--- config.mk ---
export PLATFORM = sky130hd
export DESIGN_NAME = irq_arbiter
export DESIGN_NICKNAME = d
export VERILOG_FILES = /design/src/rtl/irq_pkg.sv /design/src/rtl/irq_pick.sv /design/src/rtl/irq_ctx_stack.sv /design/src/rtl/irq_arbiter.sv
export SDC_FILE = /design/constraint.sdc
export NUM_CORES = 1
export LEC_CHECK = 0
export BUFFER_PORTS_ARGS = -buffer_cell sky130_fd_sc_hd__buf_4
export CAP_MARGIN = 20
export CORE_MARGIN = 2
export CORE_UTILIZATION = 29
export DETAILED_ROUTE_END_ITERATION = 8
export PLACE_DENSITY = 0.57
export SYNTH_ARGS = -nofsm -noshare
export SYNTH_HDL_FRONTEND = slang
export SYNTH_SLANG_ARGS = --single-unit
--- constraint.sdc ---
create_clock -name clk -period 0.8 [get_ports clk]
set_input_delay 0.04 -clock clk [delete_from_list [all_inputs] [get_ports clk]]
set_output_delay 0.04 -clock clk [all_outputs]
set_load 0.01 [all_outputs]
--- src/rtl/irq_pkg.sv ---
package irq_pkg;
  localparam int LVL_W = 3;
  localparam logic [LVL_W-1:0] LVL_LOWEST = '1;

  typedef struct packed {
    logic             seg_isr;
    logic             ien;
    logic [LVL_W-1:0] cpl;
  } ctx_t;
endpackage

--- src/rtl/irq_pick.sv ---
module irq_pick
  import irq_pkg::*;
#(
  parameter int NUM_SRC = 8,
  localparam int ID_W = (NUM_SRC > 1) ? $clog2(NUM_SRC) : 1
) (
  input  logic [NUM_SRC-1:0]       pend_i,
  input  logic [NUM_SRC*LVL_W-1:0] prio_i,
  output logic                     vld_o,
  output logic [ID_W-1:0]          id_o,
  output logic [LVL_W-1:0]         lvl_o
);
  logic [LVL_W-1:0] lvl_a [NUM_SRC];

  for (genvar g = 0; g < NUM_SRC; g++) begin : g_lvl
    assign lvl_a[g] = prio_i[g*LVL_W +: LVL_W];
  end

  // strict compare keeps the lowest index among equal levels
  always_comb begin
    vld_o = 1'b0;
    id_o  = '0;
    lvl_o = LVL_LOWEST;
    for (int i = 0; i < NUM_SRC; i++) begin
      if (pend_i[i] && (!vld_o || (lvl_a[i] < lvl_o))) begin
        vld_o = 1'b1;
        id_o  = ID_W'(i);
        lvl_o = lvl_a[i];
      end
    end
  end
endmodule

--- src/rtl/irq_ctx_stack.sv ---
module irq_ctx_stack
  import irq_pkg::*;
#(
  parameter int DEPTH = 8,
  localparam int PTR_W = $clog2(DEPTH),
  localparam int CNT_W = $clog2(DEPTH + 1)
) (
  input  logic clk,
  input  logic rst_n,
  input  logic push_i,
  input  logic pop_i,
  input  ctx_t din_i,
  output ctx_t dout_o,
  output logic empty_o,
  output logic full_o
);
  ctx_t             mem [DEPTH];
  logic [CNT_W-1:0] cnt_q, cnt_d;
  logic [PTR_W-1:0] wr_ptr, top_ptr;
  logic             do_push, do_pop;

  assign empty_o = (cnt_q == '0);
  assign full_o  = (cnt_q == CNT_W'(DEPTH));
  assign do_push = push_i && !full_o;
  assign do_pop  = pop_i && !empty_o;
  assign wr_ptr  = cnt_q[PTR_W-1:0];
  assign top_ptr = PTR_W'(cnt_q - 1'b1);
  assign dout_o  = mem[top_ptr];

  always_comb begin
    cnt_d = cnt_q;
    if (do_push)     cnt_d = cnt_q + 1'b1;
    else if (do_pop) cnt_d = cnt_q - 1'b1;
  end

  always_ff @(posedge clk or negedge rst_n) begin
    if (!rst_n) cnt_q <= '0;
    else        cnt_q <= cnt_d;
  end

  always_ff @(posedge clk) begin
    if (do_push) mem[wr_ptr] <= din_i;
  end
endmodule

--- src/rtl/irq_arbiter.sv ---
module irq_arbiter
  import irq_pkg::*;
#(
  parameter int NUM_SRC   = 8,
  parameter int STK_DEPTH = 8,
  localparam int ID_W = (NUM_SRC > 1) ? $clog2(NUM_SRC) : 1
) (
  input  logic                     clk,
  input  logic                     rst_n,
  input  logic [NUM_SRC-1:0]       req_i,
  input  logic [NUM_SRC*LVL_W-1:0] prio_i,
  input  logic                     mode_conc_i,
  input  logic                     seg_en_i,
  input  logic                     ei_i,
  input  logic                     iret_i,
  output logic                     ack_o,
  output logic [ID_W-1:0]          ack_id_o,
  output logic [LVL_W-1:0]         cpl_o,
  output logic                     ien_o,
  output logic                     seg_isr_o,
  output logic                     ovf_o
);
  // reset: asserted asynchronously, released on the clock
  logic [1:0] rsync_q;
  logic       rst_int_n;

  always_ff @(posedge clk or negedge rst_n) begin
    if (!rst_n) rsync_q <= 2'b00;
    else        rsync_q <= {rsync_q[0], 1'b1};
  end
  assign rst_int_n = rsync_q[1];

  logic [NUM_SRC-1:0] pend_q, pend_d;
  logic [LVL_W-1:0]   cpl_q, cpl_d;
  logic               ien_q, ien_d, seg_q, seg_d, ovf_q, ovf_d;
  logic               ack_q, ack_d;
  logic [ID_W-1:0]    id_q, id_d;

  logic               win_vld, eligible, fire, pop, stk_empty, stk_full;
  logic [ID_W-1:0]    win_id;
  logic [LVL_W-1:0]   win_lvl;
  ctx_t               push_ctx, top_ctx;

  irq_pick #(.NUM_SRC(NUM_SRC)) u_pick (
    .pend_i (pend_q),
    .prio_i (prio_i),
    .vld_o  (win_vld),
    .id_o   (win_id),
    .lvl_o  (win_lvl)
  );

  assign push_ctx = '{seg_isr: seg_q, ien: ien_q, cpl: cpl_q};

  irq_ctx_stack #(.DEPTH(STK_DEPTH)) u_stack (
    .clk     (clk),
    .rst_n   (rst_int_n),
    .push_i  (fire),
    .pop_i   (pop),
    .din_i   (push_ctx),
    .dout_o  (top_ctx),
    .empty_o (stk_empty),
    .full_o  (stk_full)
  );

  assign eligible = mode_conc_i || (win_lvl < cpl_q);
  assign fire     = ien_q && win_vld && eligible && !iret_i;
  assign pop      = iret_i && !stk_empty;

  always_comb begin
    pend_d = pend_q | req_i;
    cpl_d  = cpl_q;
    ien_d  = ien_q;
    seg_d  = seg_q;
    ovf_d  = ovf_q;
    ack_d  = fire;
    id_d   = id_q;
    if (fire) begin
      pend_d[win_id] = 1'b0;
      cpl_d          = mode_conc_i ? LVL_LOWEST : win_lvl;
      ien_d          = 1'b0;
      seg_d          = !seg_en_i;
      ovf_d          = ovf_q || stk_full;
      id_d           = win_id;
    end else if (pop) begin
      cpl_d = top_ctx.cpl;
      ien_d = top_ctx.ien;
      seg_d = top_ctx.seg_isr;
    end else if (ei_i) begin
      ien_d = 1'b1;
    end
  end

  always_ff @(posedge clk or negedge rst_int_n) begin
    if (!rst_int_n) begin
      pend_q <= '0;
      cpl_q  <= LVL_LOWEST;
      ien_q  <= 1'b0;
      seg_q  <= 1'b0;
      ovf_q  <= 1'b0;
      ack_q  <= 1'b0;
      id_q   <= '0;
    end else begin
      pend_q <= pend_d;
      cpl_q  <= cpl_d;
      ien_q  <= ien_d;
      seg_q  <= seg_d;
      ovf_q  <= ovf_d;
      ack_q  <= ack_d;
      id_q   <= id_d;
    end
  end

  assign ack_o     = ack_q;
  assign ack_id_o  = id_q;
  assign cpl_o     = cpl_q;
  assign ien_o     = ien_q;
  assign seg_isr_o = seg_q;
  assign ovf_o     = ovf_q;
endmodule

==> metrics.yaml, run 1 <==
core_area_sq_um: 12600
ys_async_sr_fraction: 0.375
antenna_left: 0
synth-warning-count: 0
fin_crit_ns: 9.24
insertion_delay_ns: 0.33
cp_top_family: "compound AO/OA/AOI/OAI gates"
area_delta_synth_final_pct: 77.6
synth_seq_cells: 64
rows: 41
arrival_ns: 9.28
numCtsBuffers: 9
worst_path_largest_cell_delay_ns: 0.45
seq_power_share: 0.181
clk_path_buf_depth: 2
p_sw_mw: 10.3
first_global_vias: 3870
switching_share: 0.368
power_frac_comb: 0.683
yosysSeqAreaShare: 0.484
status: "finished, violations left"
cap_violations: 0
finalClockSkew_ns: 0.00613
crit_type: "register to register"
synth.most_common_cell: "edfxtp_1"
end_kind: "register"
vias: 3688
final_area_sq_um: 6620
fmax_ghz: 0.108
stdcell_count: 751
synth_ff_type: "edfxtp_1"
io_pins: 48
track_usage: 0.172
p_int_mw: 17.6
power_density_nw_per_um2: 4200
period_share: 11.5
synth.distinct_cells: 71
netlist_top_cells_count: "edfxtp_1, inv_1, nor2_1"
avgSynthCellArea_sq_um: 11.1
post-place-ws_ns: -8.31
synth.largest_area_cell: "edfxtp_1"
cp-startpoint: "pend_q[1]"
setup_ws_ns: -8.44
tightestPinTransition_ns: 0.502
p_clk_frac: 0.136
cts.sinks: 64
slew_headroom: 0.665
setup_violations: 110
gr-total-overflow: 0
syn_nets: 385
routedWlPerCell_microns: 15.9
dpl_cell_area_sq_um: 5420
ff2ff_setup_slack_ns: -8.44
clockRootBuffer: "clkbuf_16"
path_buf_inv: 14
via_per_inst: 4.91
cts_htree_levels: 3
grt_max_degree: 15
whs_ns: 0.0202
synth_cells: 335
finalHoldViolations: 0
placed_cells: 665
cts_tree: "built"
crit_top_cell: "buf_4"
maxSlewViolCount: 0
place.port_buffers: 47
violations: "negative setup slack"
die_x_microns: 117
antenna_found_initial: 0
path_max_fanout: 5
start_kind: "register"
start_util: 0.297
dieHeight_microns: 117
rsz0062_at_grt: "true"
final_layout_size_suffix_gt1_frac: 0.554
num_antenna_cells: 0
nets: 625
dp_hpwl_microns: 8350
cp_slowest_cell: "or3b_4"
drc: 0
fp.dieArea_sq_um: 13800
synth_area_sq_um: 3730
regToRegStartpoint: "pend_q[1]"
firstDrtPassIters: 4
synth_area_leaders: "edfxtp_1, dfrtp_1, mux4_2"
ir_worst_vdd_mv: 1.89
hold_path.class: "input port to asynchronous set/reset pin"
clk_pin_slew_ns: 0.06
p_leak_nw: 2.80
grt_pass1_wl_microns: 19100
wl_microns: 11900
gp_congestion: 0.907
synth_edf_count: 40
worstPathRequired_ns: 0.84
synth_top_cell_area_share: 0.322
drt_iter0_drc: 189
==> power groups by stage <==
stage	clock (mW)	sequential [mW]	combinational, mW
finish	3.79	5.04	19.0
global route	4.03	5.10	20.4
CTS	3.85	5.00	16.9
detailed placement	0	5.02	13.7
global placement	0	5.00	13.4
floorplan	0	5.21	7.81
==> cells in the final DEF (no fill, tap or decap), drive strengths merged, types with 10 or more instances in the layout <==
cell	count
a21oi	13
buf	229
clkbuf	11
dfrtp	21
dlygate4sd3	10
edfxtp	40
ha	12
inv	28
mux4	10
nand2	22
nor2	24
nor3	13
o21ai	16
==> registers in the layout, indices dropped and copies added, names as in the netlist <==
name and flops:
pend_q 8, rsync_q 2, ovf_o 1, cpl_o 3
u_stack.cnt_q 4, ack_o 1, u_stack.mem 40, ack_id_o 3
ien_o 1, seg_isr_o 1
==> final timing paths <==
| check | cells past startpoint | end |
|---|---|---|
| hold reg to reg | 1 | pend_q[7] |
| hold / removal | 2 | rsync_q[0] |
| setup reg to reg | 51 | u_stack.mem[6][2] |
| setup / recovery | 51 | u_stack.mem[6][2] |
| min in group clk | 3 | pend_q[3] |
| max in group asynchronous | 1 | pend_q[0] |
==> layer usage <==
metal / wire length, microns / GRT usage / vias up
li1: - / - / 1777
met1: 5260 / 0.217 / 1821
met2: 5980 / 0.292 / 67
met3: 357 / 0.0360 / 23
met4: 314 / 0.0610 / 0
met5: 0 / 0 / -
==> final cells by class <==
type                       instances  area (sq um)
fill                            1055          5940
multi-input combinational        234          2200
timing repair buffer             239          2000
sequential                        64          1810
clock buffer                      11           233
tap                              172           215
inverter                          27           111
clock inverter                     4          55.1
==> metrics by stage <==
step	TNS, ns	util	power, mW
3_3_place_gp	-489.84	0.431	18.4
6_report	-524.55	0.527	27.8
2_1_floorplan	-497.95	-	13.0
5_1_grt	-548.88	0.527	29.5
3_5_place_dp	-508.73	0.431	18.7
4_1_cts	-514.76	0.502	25.7
==> cell families after synthesis <==
| kind of cell | after synthesis | share of synthesized area |
|---|---|---|
| AND/OR/NAND/NOR | 100 | 0.140 |
| buffers and inverters | 37 | 0.0409 |
| other | 1 | 0.00101 |
| adder cells (fa/ha/maj) | 13 | 0.0429 |
| XOR/XNOR | 3 | 0.00705 |
| AO/OA/AOI/OAI | 94 | 0.187 |
| multiplexers | 23 | 0.0973 |
| flip-flops | 64 | 0.484 |
==> timing repair <==
item / 4_1_cts / 5_1_grt
setup buffers: 39 / 25
endpoints found under the setup margin: 111 / 111
hold endpoints to repair: 11 / 0
resized for setup: 49 / 39
pin swaps: 19 / 18
hold buffers: 10 / 0
gates cloned: 0 / 1
==> worst reg2reg max path: cells and delay by family, from the launching register on <==
kind	cells	cell delay, ns
DFF	1	0.41
muxes	5	1.51
AOI/OAI and AO/OA	15	2.60
and+or+nand+nor	11	1.57
adders and majority gates	6	1.30
buffers and inverters	14	1.59
Note: power is estimated with default switching activity, not from simulation.
==> inputs of run 2 (changes only) <==
--- a/config.mk
+++ b/config.mk
@@ -10,7 +10,9 @@
 export CORE_MARGIN = 2
 export CORE_UTILIZATION = 29
 export DETAILED_ROUTE_END_ITERATION = 8
+export MAX_ROUTING_LAYER = met4
 export PLACE_DENSITY = 0.57
 export SYNTH_ARGS = -nofsm -noshare
 export SYNTH_HDL_FRONTEND = slang
 export SYNTH_SLANG_ARGS = --single-unit
+export TNS_END_PERCENT = 50
==> run 2 against run 1 <==
Effect of this change:
- the run still ends with negative setup slack left
- maximum frequency is 2.7% higher
- wire length is 5.6% lower
- clock skew is 0.0019 ns higher
- non-clock buffer count is 15 lower
- largest cell class unchanged
==> metrics.yaml, run 2 (synthesis gave the netlist of run 1 again) <==
finalClockSkew_ns: 0.00807  # was 0.00613 ns
clk_pin_slew_ns: 0.05  # was 0.06 ns
num_antenna_cells: 0  # unchanged
layout_commonest_cell: "buf_4"  # unchanged
antenna_found_initial: 0  # unchanged
hold_path.class: "input port to asynchronous set/reset pin"  # unchanged
dp_hpwl_microns: 8120  # was 8350 microns
regToRegStartpoint: "pend_q[0]"  # was pend_q[1]
fmax_ghz: 0.111  # was 0.108 GHz
setup_violations: 102  # was 110
wl_microns: 11200  # was 11900 microns
finalHoldViolations: 0  # unchanged
track_usage: 0.171  # was 0.172
routedWlPerCell_microns: 15.3  # was 15.9 microns
ff2ff_setup_slack_ns: -8.19  # was -8.44 ns
rsz0062_at_grt: "true"  # unchanged
p_clk_frac: 0.142  # was 0.136
ir_worst_vdd_mv: 1.60  # was 1.89 mV
totalPowerFinal_mw: 26.5  # was 27.8 mW
largest_reg_flops: 40  # unchanged
numCtsBuffers: 9  # unchanged
power_density_nw_per_um2: 4130  # was 4200 nW/um^2
seq_power_share: 0.189  # was 0.181
maxSlewViolCount: 0  # unchanged
end_kind: "register"  # unchanged
crit_type: "register to register"  # unchanged
gp_congestion: 0.904  # was 0.907
p_int_mw: 16.8  # was 17.6 mW
dpl_cell_area_sq_um: 5410  # was 5420 sq um
clockRootBuffer: "clkbuf_16"  # unchanged
placed_cells: 665  # unchanged
worstPathRequired_ns: 0.80  # was 0.84 ns
drt_iter0_drc: 139  # was 189
cts.sinks: 64  # unchanged
final_layout_size_suffix_gt1_frac: 0.531  # was 0.554
grt_pass1_wl_microns: 18400  # was 19100 microns
place.port_buffers: 47  # unchanged
power_frac_comb: 0.668  # was 0.683
drc: 0  # unchanged
setup_ws_ns: -8.19  # was -8.44 ns
reg_top3: "u_stack.mem: 40 flops, pend_q: 8 flops, u_stack.cnt_q: 4 flops"  # unchanged
clk_path_buf_depth: 2  # unchanged
stdcell_count: 737  # was 751
fin_crit_ns: 8.99  # was 9.24 ns
area_delta_synth_final_pct: 72.2  # was 77.6%
path_max_fanout: 5  # unchanged
insertion_delay_ns: 0.33  # about the same
grt_max_degree: 23  # was 15
cts_tree: "built"  # unchanged
final_area_sq_um: 6420  # was 6620 sq um
antenna_left: 0  # unchanged
arrival_ns: 8.99  # was 9.28 ns
fp.dieArea_sq_um: 13800  # unchanged
ff2ff_path_depth: 48  # was 51
die_x_microns: 117  # unchanged
start_kind: "register"  # unchanged
cap_violations: 0  # unchanged
first_global_vias: 3769  # was 3870
top_register: "u_stack.mem"  # unchanged
final_cell_mix: "buf_4, edfxtp_1, buf_6"  # unchanged
start_util: 0.297  # unchanged
dieHeight_microns: 117  # unchanged
cts_htree_levels: 3  # unchanged
period_share: 11.2  # was 11.5
firstDrtPassIters: 4  # unchanged
num-fill-cells: 1076  # was 1055
status: "finished, violations left"  # unchanged
io_pins: 48  # unchanged
vias: 3583  # was 3688
via_per_inst: 4.86  # was 4.91
worst_path_largest_cell_delay_ns: 0.45  # about the same
gr-total-overflow: 0  # unchanged
core_area_sq_um: 12600  # unchanged
switching_share: 0.366  # was 0.368
cp_slowest_cell: "or3b_4"  # unchanged
p_leak_nw: 2.73  # was 2.80 nW
violations: "negative setup slack"  # unchanged
nets: 610  # was 625
rows: 41  # unchanged
tns_ns: -505.23  # was -524.55 ns
p_sw_mw: 9.69  # was 10.3 mW
crit_top_cell: "buf_4"  # unchanged
r2r_end: "u_stack.mem[4][0]"  # was u_stack.mem[6][2]
run 2: cell types whose count changed in the layout (fill, tap and decap cells not counted), sizes merged:
cell and delta:
buf -16, clkbuf +4, bufinv -1, clkinv -1
clkinvlp -1, dlygate4sd3 +1
run 2: layer usage:
layer  share of wire  vias up  track usage
li1                -     1746            -
met2            0.49       65        0.274
met1            0.46     1748        0.218
met3           0.025       24       0.0263
met5               0        -            -
met4           0.028        0       0.0723
run 2: worst max path at each step:
stage               from                end  slack [ns]
2_1_floorplan  pend_q[0]  u_stack.mem[0][0]       -8.22
3_3_place_gp   pend_q[0]  u_stack.mem[0][4]       -8.03
5_1_grt        pend_q[0]  u_stack.mem[4][0]       -8.70
6_report       pend_q[0]  u_stack.mem[4][0]       -8.19
3_5_place_dp   pend_q[0]  u_stack.mem[0][4]       -8.37
4_1_cts        pend_q[0]  u_stack.mem[4][0]       -8.30
run 2: what timing repair did:
action                     CTS  global route
hold buffers                11             0
setup endpoints to repair  111           112
hold endpoints to repair    12             0
pin swaps                   16            11
resized for setup           41            23
buffers inserted            38            11
run 2: metrics by stage:
stage	setup WS, ns	utilization	hold WS [ns]
6_report	-8.19	0.511	0.0178
3_3_place_gp	-8.03	0.430	-0.176
4_1_cts	-8.30	0.498	0.0122
3_5_place_dp	-8.37	0.430	-0.176
2_1_floorplan	-8.22	-	-0.256
5_1_grt	-8.70	0.511	0.0550
run 2: layout make-up:
cell class	instances	area, sq um	area share
inverters	27	111	0.0173
multi-input cells	234	2160	0.336
clock buffers	15	289	0.0450
flip-flops and latches	64	1810	0.281
well taps	172	215	0.0335
clock inverters	1	6.26	0.000974
repair buffers	224	1830	0.286
run 2: power by group through the flow:
| stage | registers (mW) | clock network [mW] | logic (mW) |
|---|---|---|---|
| floorplan | 5.21 | 0 | 7.78 |
| global placement | 4.99 | 0 | 13.4 |
| detailed placement | 5.01 | 0 | 13.6 |
| global route | 5.09 | 3.97 | 19.1 |
| CTS | 5.01 | 3.83 | 16.5 |
| finish | 5.02 | 3.77 | 17.7 |
run 2: worst max-delay path, delay by kind of cell, from the launching register on:
| kind | cells | cell delay [ns] |
|---|---|---|
| multiplexers | 4 | 1.28 |
| AO/OA/AOI/OAI | 15 | 2.78 |
| buffers and inverters | 16 | 1.79 |
| flip-flops | 1 | 0.42 |
| adder cells (fa/ha/maj) | 5 | 0.98 |
| AND/OR/NAND/NOR | 8 | 1.42 |
